**config.mk**
```make
export PLATFORM = sky130hd
export DESIGN_NAME = wake_clk_supervisor
export DESIGN_NICKNAME = d
export VERILOG_FILES = /design/src/rtl/wcs_pkg.sv /design/src/rtl/wcs_ext_filter.sv /design/src/rtl/wcs_qual_check.sv /design/src/rtl/wake_clk_supervisor.sv
export SDC_FILE = /design/constraint.sdc
export NUM_CORES = 1
export LEC_CHECK = 0
export BUFFER_PORTS_ARGS = -buffer_cell sky130_fd_sc_hd__buf_2
export CAP_MARGIN = 20
export CORE_MARGIN = 4
export CORE_UTILIZATION = 60
export CTS_CLUSTER_DIAMETER = 30
export DETAILED_ROUTE_END_ITERATION = 10
export HOLD_SLACK_MARGIN = 0.15
export PLACE_DENSITY = 0.85
export SYNTH_ARGS = -nofsm -noshare
export SYNTH_HDL_FRONTEND = slang
export SYNTH_SLANG_ARGS = --single-unit
```
**constraint.sdc**
```tcl
create_clock -name clk -period 3.2 [get_ports clk]
set_input_delay 0.48 -clock clk [delete_from_list [all_inputs] [get_ports clk]]
set_output_delay 0.48 -clock clk [all_outputs]
set_load 0.005 [all_outputs]
```
**src/rtl/wcs_pkg.sv**
```systemverilog
// Package: shared state and mode encodings for the wakeup clock supervisor.
// Assumes: the mode_req encoding below is fixed by the surrounding power controller.
package wcs_pkg;
    typedef enum logic [2:0] {
        ST_RESET   = 3'd0,
        ST_CHECK   = 3'd1,
        ST_FETCH   = 3'd2,
        ST_RUN     = 3'd3,
        ST_DOZE    = 3'd4,
        ST_STOP    = 3'd5,
        ST_RECOVER = 3'd6
    } wcs_state_e;

    typedef enum logic [1:0] {
        MODE_RUN   = 2'b00,
        MODE_WAIT  = 2'b01,
        MODE_PSTOP = 2'b10,
        MODE_STOP  = 2'b11
    } wcs_mode_e;
endpackage

```
**src/rtl/wcs_ext_filter.sv**
```systemverilog
// Module: external reset pin width filter.
// Reports a long reset while the pin has been sampled low on more than MIN_W
// consecutive edges. Assumes the pin is already synchronised to clk.
module wcs_ext_filter #(
    parameter int MIN_W = 16
) (
    input  logic clk,
    input  logic rst_n,
    input  logic pin_n,
    output logic long_o
);
    localparam int CW = $clog2(MIN_W + 1);
    localparam logic [CW-1:0] LOW_MAX = CW'(MIN_W);

    logic [CW-1:0] low_cnt;

    // Count consecutive low samples, saturating at the minimum width.
    always_ff @(posedge clk) begin
        if (!rst_n)                low_cnt <= '0;
        else if (pin_n)            low_cnt <= '0;
        else if (low_cnt != LOW_MAX) low_cnt <= low_cnt + 1'b1;
    end

    assign long_o = !pin_n && (low_cnt == LOW_MAX);

    // a long reset is only reported when the pin was low on the previous edge too.
    p_long_needs_low_r5: assert property (@(posedge clk) disable iff (!rst_n)
        long_o |-> $past(!pin_n));
endmodule

```
**src/rtl/wcs_qual_check.sv**
```systemverilog
// Module: oscillator quality check.
// While run is high it counts oscillation pulses and elapsed cycles. A run of
// GAP_LIMIT missing samples restarts the pulse count. pass_o rises once
// PULSE_NEED pulses are counted. timeout_o marks the last window cycle without
// a pass. Assumes the caller drops run between checks so that they all start from zero.
module wcs_qual_check #(
    parameter int PULSE_NEED = 4096,
    parameter int GAP_LIMIT  = 8,
    parameter int TIMEOUT    = 50000
) (
    input  logic clk,
    input  logic rst_n,
    input  logic run,
    input  logic osc_pulse,
    output logic pass_o,
    output logic timeout_o
);
    localparam int GW = $clog2(PULSE_NEED + 1);
    localparam int PW = $clog2(GAP_LIMIT + 1);
    localparam int WW = $clog2(TIMEOUT + 1);
    localparam logic [GW-1:0] GOOD_MAX = GW'(PULSE_NEED);
    localparam logic [PW-1:0] GAP_LAST = PW'(GAP_LIMIT - 1);
    localparam logic [WW-1:0] WIN_LAST = WW'(TIMEOUT - 1);

    logic [GW-1:0] good_cnt;
    logic [PW-1:0] gap_cnt;
    logic [WW-1:0] win_cnt;

    // Pulse and gap counters; cleared whenever no check is running.
    always_ff @(posedge clk) begin
        if (!rst_n || !run) begin
            good_cnt <= '0;
            gap_cnt  <= '0;
        end else if (osc_pulse) begin
            gap_cnt <= '0;
            if (good_cnt != GOOD_MAX) good_cnt <= good_cnt + 1'b1;
        end else if (gap_cnt == GAP_LAST) begin
            gap_cnt  <= '0;
            good_cnt <= '0;
        end else begin
            gap_cnt <= gap_cnt + 1'b1;
        end
    end

    // Window counter measuring the check timeout.
    always_ff @(posedge clk) begin
        if (!rst_n || !run)          win_cnt <= '0;
        else if (win_cnt != WIN_LAST) win_cnt <= win_cnt + 1'b1;
    end

    assign pass_o    = (good_cnt == GOOD_MAX);
    assign timeout_o = (win_cnt == WIN_LAST) && !pass_o;

    // within one check the count only falls after a missing pulse.
    p_drop_after_gap_r3: assert property (@(posedge clk) disable iff (!rst_n)
        (run && $past(run) && (good_cnt < $past(good_cnt))) |-> $past(!osc_pulse));
endmodule

```
**src/rtl/wake_clk_supervisor.sv**
```systemverilog
// Module: reset and wakeup clock supervisor (top).
// Sequences exit from power-on, low-voltage and external reset and from the
// wait, pseudo-stop and stop modes. It chooses between a full oscillator
// quality check and a direct release, and falls back to the self-clock on
// timeout. Assumes all inputs are synchronous to clk.
module wake_clk_supervisor #(
    parameter int PULSE_NEED    = 4096,
    parameter int GAP_LIMIT     = 8,
    parameter int CHECK_TIMEOUT = 50000,
    parameter int EXT_MIN_W     = 16,
    parameter int WAKE_DELAY    = 64
) (
    input  logic       clk,
    input  logic       rst_n,
    input  logic       lvr_req,
    input  logic       ext_rst_n,
    input  logic       ext_irq,
    input  logic       int_irq,
    input  logic [1:0] mode_req,
    input  logic       osc_pulse,
    input  logic       por_clr,
    output logic       int_reset,
    output logic       clk_release,
    output logic       vec_fetch,
    output logic       self_clk_mode,
    output logic       por_flag
);
    import wcs_pkg::*;

    localparam int DW = $clog2(WAKE_DELAY + 1);
    localparam logic [DW-1:0] DLY_LAST = DW'(WAKE_DELAY - 1);

    wcs_state_e    state;
    logic          need_chk;
    logic          osc_ok;
    logic          self_clk;
    logic [DW-1:0] dly_cnt;
    logic          ext_long;
    logic          chk_run;
    logic          chk_pass;
    logic          chk_timeout;

    wcs_ext_filter #(.MIN_W(EXT_MIN_W)) u_ext_filter (
        .clk    (clk),
        .rst_n  (rst_n),
        .pin_n  (ext_rst_n),
        .long_o (ext_long)
    );

    assign chk_run = (state == ST_CHECK);

    wcs_qual_check #(
        .PULSE_NEED (PULSE_NEED),
        .GAP_LIMIT  (GAP_LIMIT),
        .TIMEOUT    (CHECK_TIMEOUT)
    ) u_qual_check (
        .clk       (clk),
        .rst_n     (rst_n),
        .run       (chk_run),
        .osc_pulse (osc_pulse),
        .pass_o    (chk_pass),
        .timeout_o (chk_timeout)
    );

    // Main sequencer: reset causes first, then per-state recovery steps.
    always_ff @(posedge clk) begin
        if (!rst_n) begin
            state    <= ST_RESET;
            need_chk <= 1'b1;
            osc_ok   <= 1'b0;
            self_clk <= 1'b0;
            dly_cnt  <= '0;
        end else if (lvr_req) begin
            state    <= ST_RESET;
            need_chk <= 1'b1;
            osc_ok   <= 1'b0;
        end else if (ext_long) begin
            state <= ST_RESET;
            if (!osc_ok) need_chk <= 1'b1;
        end else begin
            case (state)
                ST_RESET: begin
                    state    <= need_chk ? ST_CHECK : ST_FETCH;
                    need_chk <= 1'b0;
                end
                ST_CHECK: begin
                    if (chk_pass) begin
                        state    <= ST_FETCH;
                        osc_ok   <= 1'b1;
                        self_clk <= 1'b0;
                    end else if (chk_timeout) begin
                        state    <= ST_FETCH;
                        self_clk <= 1'b1;
                    end
                end
                ST_FETCH: state <= ST_RUN;
                ST_RUN: begin
                    case (wcs_mode_e'(mode_req))
                        MODE_STOP: begin
                            state  <= ST_STOP;
                            osc_ok <= 1'b0;
                        end
                        MODE_WAIT, MODE_PSTOP: state <= ST_DOZE;
                        default: state <= ST_RUN;
                    endcase
                end
                ST_DOZE: begin
                    dly_cnt <= '0;
                    if (ext_irq || int_irq) state <= ST_RECOVER;
                end
                ST_RECOVER: begin
                    if (dly_cnt == DLY_LAST) state <= ST_FETCH;
                    else                     dly_cnt <= dly_cnt + 1'b1;
                end
                ST_STOP: begin
                    if (ext_irq) state <= ST_CHECK;
                end
                default: state <= ST_RESET;
            endcase
        end
    end

    // Power-on flag: set by power-on reset, cleared only by software.
    always_ff @(posedge clk) begin
        if (!rst_n)       por_flag <= 1'b1;
        else if (por_clr) por_flag <= 1'b0;
    end

    assign int_reset     = (state == ST_RESET);
    assign clk_release   = (state == ST_FETCH);
    assign vec_fetch     = (state == ST_FETCH);
    assign self_clk_mode = self_clk;

    // the fetch strobe never lasts two cycles.
    p_fetch_single_r10: assert property (@(posedge clk) disable iff (!rst_n)
        vec_fetch |=> !vec_fetch);

    // after power-on, internal reset only rises on a low-voltage or long external reset.
    p_reset_source_r7: assert property (@(posedge clk) disable iff (!rst_n)
        $rose(int_reset) |-> $past(lvr_req || ext_long));

    // the power-on flag only falls after a clear request.
    p_por_clear_r12: assert property (@(posedge clk) disable iff (!rst_n)
        $fell(por_flag) |-> $past(por_clr));

    // self-clock mode is only entered from a check timeout.
    p_self_clk_cause_r4: assert property (@(posedge clk) disable iff (!rst_n)
        $rose(self_clk_mode) |-> $past(chk_timeout));

    // doze recovery leaves the clock source unchanged.
    p_doze_keeps_clk_r9: assert property (@(posedge clk) disable iff (!rst_n)
        (vec_fetch && $past(state == ST_RECOVER)) |-> $stable(self_clk_mode));
endmodule

```
==> run_results.csv <==
group,metric,value,unit
power_and_ir_drop,max-vdd-ir-drop,243.8,uV
place,dp_slack,953.3,ps
route,dr_wl_met3,236,um
route,drt.antenna.violating_nets,0,
timing,fin_skew,8.429,ps
logic_synthesis,synth_top_flop_cell,"dfxtp_1",
global_routing,grtUsageTotal,20.60,%
worst_hold_path,worstHoldPathCells,2,
timing,rsz0062_at_grt,"false",
global_routing,grt.overflow.total,0,
timing,total_setup_violations_reported_at_the_end_of_the_flow,0,
route,drcViolationCount,0,
clocking,clk_pin_slew,90,ps
timing,hold_violations,0,
logic_synthesis,synth_largest_type_area_fraction,37.85,%
global_routing,grt_start_max_net_pins,26,
cells_and_area,antenna_diodes,0,
route,top_layer,"met4",
logic_synthesis,postSynthCellCount,328,
critical_path,reg2regPathDepth,6,
timing,period_needed,2247,ps
logic_synthesis,synth_edf_count,0,
clocking,ctsHtreeMaxLevel,2,
cells_and_area,flow.area_growth_from_synthesis,4.777,%
critical_path,reg2reg_from,"u_ext_filter.low_cnt[0]",
floorplan,chipWidth,75.70,um
timing,final_min_period_over_clock_period,70.21,%
power_and_ir_drop,power_frac_comb,6.2,%
route,met1_length,2542,um
place,routabilityCongestion,0.8410,
cells_and_area,final_nets,354,
timing,max_slew_margin,42.69,%
timing,finalSetupTns,0,ps
logic_synthesis,synthMostInstantiatedCell,"dfxtp_1",
power_and_ir_drop,power.switching,247.6,uW
cells_and_area,final_core_util,65.72,%
critical_path,setup.worst_path.class,"flop to flop",
critical_path,r2r_end,"dly_cnt[3]",
route,totalWireLength,5431,um
floorplan,coreArea,4384,sq um
worst_hold_path,hold_path.class,"input pin to flop",
critical_path,worst_ep_required_time,3410,ps
clocking,tritoncts,"built",
global_routing,grt_pass1_vias,2214,
cells_and_area,layout_cell_share_with_drive_strength_beyond_1,10.45,%
power_and_ir_drop,clkPwrFrac,32.4,%
route,met2_wirelength,2587,um
logic_synthesis,yosys-top-cells-area,"dfxtp_1, nand3_1, nor2_1",
worst_hold_path,timing.hold.worst.start,"por_clr",
power_and_ir_drop,cellPowerDensity,373.6,nW/um^2
timing,finalMaxSlewViolations,0,
clocking,insertion_delay,310,ps
clocking,ctsRootBufferMaster,"clkbuf_8",
worst_hold_path,endpoint_with_the_worst_hold_slack,"por_flag",
clocking,numClockSinks,52,
critical_path,worstSetupEndpointType,"flop",
cells_and_area,fillerInstances,386,
outcome,outcome,"finished clean",
route,routed_wire_per_std_cell,14.03,um
global_routing,grt_pass1_wl,9308,um
place,port_buffers,14,
global_routing,grt_antenna_before_repair,0,
floorplan,die_area,5730,sq um
route,dr_total_vias,2358,
clocking,buffer_count_from_post_cts_setup_fixing,0,
logic_synthesis,seq_area_frac_synth,37.85,%
clocking,max-clock-path-buffers,2,
clocking,cts_hold_buffers,0,
route,drt_first_iter_violations,256,
place,detailed_place_hpwl,3966,um
logic_synthesis,synthArstFlopShare,0,%
critical_path,critical_path.max_fanout,13,
run,max_cap_violations,0,
floorplan,fp.dieH,75.70,um
critical_path,crit_path_arrival_time,2450,ps
power_and_ir_drop,power_leakage,1.008,nW
logic_synthesis,synth.cells.most_frequent,"dfxtp_1, nor2_1, nand3_1",
power_and_ir_drop,netSwitchingFraction,23.00,%
clocking,cts_made_buffers,5,
timing,timing_worst_slew_pin_value,857.9,ps
critical_path,startpoint_type,"flop",
logic_synthesis,synth.yosys.warnings,0,
power_and_ir_drop,seqPwrFrac,61.4,%
clocking,cts-resized-gates,0,
logic_synthesis,mappedNetlistArea,2750,sq um
critical_path,worst_r2r_setup_slack,950,ps
floorplan,io-pin-count,15,
route,drt_pass1_iterations,4,
logic_synthesis,count_of_distinct_cell_types_in_the_synthesized_netlist,56,
timing,post-route-worst-setup-slack,953.4,ps
logic_synthesis,synth.avg_cell_area,8.385,sq um
floorplan,start_util,62.73,%
logic_synthesis,synth_top_cell_by_area,"dfxtp_1",
logic_synthesis,synth-seq-cells,52,
logic_synthesis,synth_fp_nets,347,
floorplan,cell_rows,24,
power_and_ir_drop,internal_power,828.9,uW
timing,fmax,0.4451,GHz
route,avgViaCountPerCell,6.093,
## per-stage QoR
step	total power [mW]	hold WS (ps)	area [sq um]	cells
after CTS	1.089	346.6	2882	387
after global routing	1.123	367.2	2882	387
final	1.077	351.2	2882	387
after detailed placement	0.7425	436.1	2804	380
after floorplan	0.7227	417.9	2750	328
after global placement	0.7402	435.5	2804	380
## sequential cells by signal, summed over array words and instances, names as in the netlist
register / flops
por_flag: 1
osc_ok: 1
self_clk_mode: 1
u_qual_check.good_cnt: 13
u_qual_check.gap_cnt: 4
state: 3
u_qual_check.win_cnt: 16
need_chk: 1
u_ext_filter.low_cnt: 5
dly_cnt: 7
## logic make-up after synthesis
group | Yosys count | share of synthesized area, %
buffers and inverters | 32 | 5.687
XOR/XNOR | 16 | 5.095
AND/OR/NAND/NOR | 145 | 29.39
adder cells (fa/ha/maj) | 9 | 4.095
flip-flops | 52 | 37.85
AO/OA/AOI/OAI | 70 | 16.38
multiplexers | 4 | 1.501
## metal layers
layer	global-route usage, %	vias up
li1	-	1196
met1	26.24	1111
met2	33.46	41
met3	5.805	10
met4	7.184	0
met5	0	-
## cell type report
type                       count  area (sq um)  share of cell area, %
clock buffer                   6         72.57                  2.518
multi-input combinational    244          1553                  53.89
tap                           52         65.06                  2.258
clock inverter                 1         5.005                 0.1737
sequential                    52          1041                  36.13
inverter                      16         60.06                  2.084
timing repair buffer          16         85.08                  2.953
## placed cells by master (no fill, tap or decap), types with 5 or more instances in the layout
cell type	Yosys	routed
dfxtp_1	52	52
o21ai_0	22	22
nand2b_1	5	5
clkbuf_8	1	5
a21oi_1	19	19
and2_1	5	5
xor2_1	11	11
and4_1	5	5
buf_2	0	14
and3_1	7	7
nand3_1	24	24
inv_1	16	16
nor3_1	9	9
xnor2_1	5	5
nand2_1	20	20
nand4_1	5	5
nor2_1	31	31
ha_1	9	9
or3_1	11	11
## worst max-delay path, cell delays in order (launching register included)
cell,delay (ps)
dfxtp_1,350
inv_1,70
ha_1,140
nand4bb_1,330
o21bai_1,810
nor3_1,150
o221a_2,300
## power groups by stage
stage                     combinational, mW  sequential (mW)  clock, mW
after floorplan                      0.0507            0.672          0
after detailed placement             0.0662            0.676          0
after CTS                            0.0664            0.661      0.361
after global routing                 0.0742            0.663      0.386
after global placement               0.0644            0.676          0
final                                0.0662            0.661      0.349
## worst max-delay path by stage
stage	endpoint	cells after the start	start
floorplan	state[2]	5	u_qual_check.win_cnt[5]
global placement	dly_cnt[3]	6	u_ext_filter.low_cnt[0]
detailed placement	dly_cnt[3]	6	u_ext_filter.low_cnt[0]
CTS	dly_cnt[3]	6	u_ext_filter.low_cnt[0]
global route	dly_cnt[3]	6	u_ext_filter.low_cnt[1]
finish	dly_cnt[3]	6	u_ext_filter.low_cnt[0]
Power figures use the tool's default switching activity.
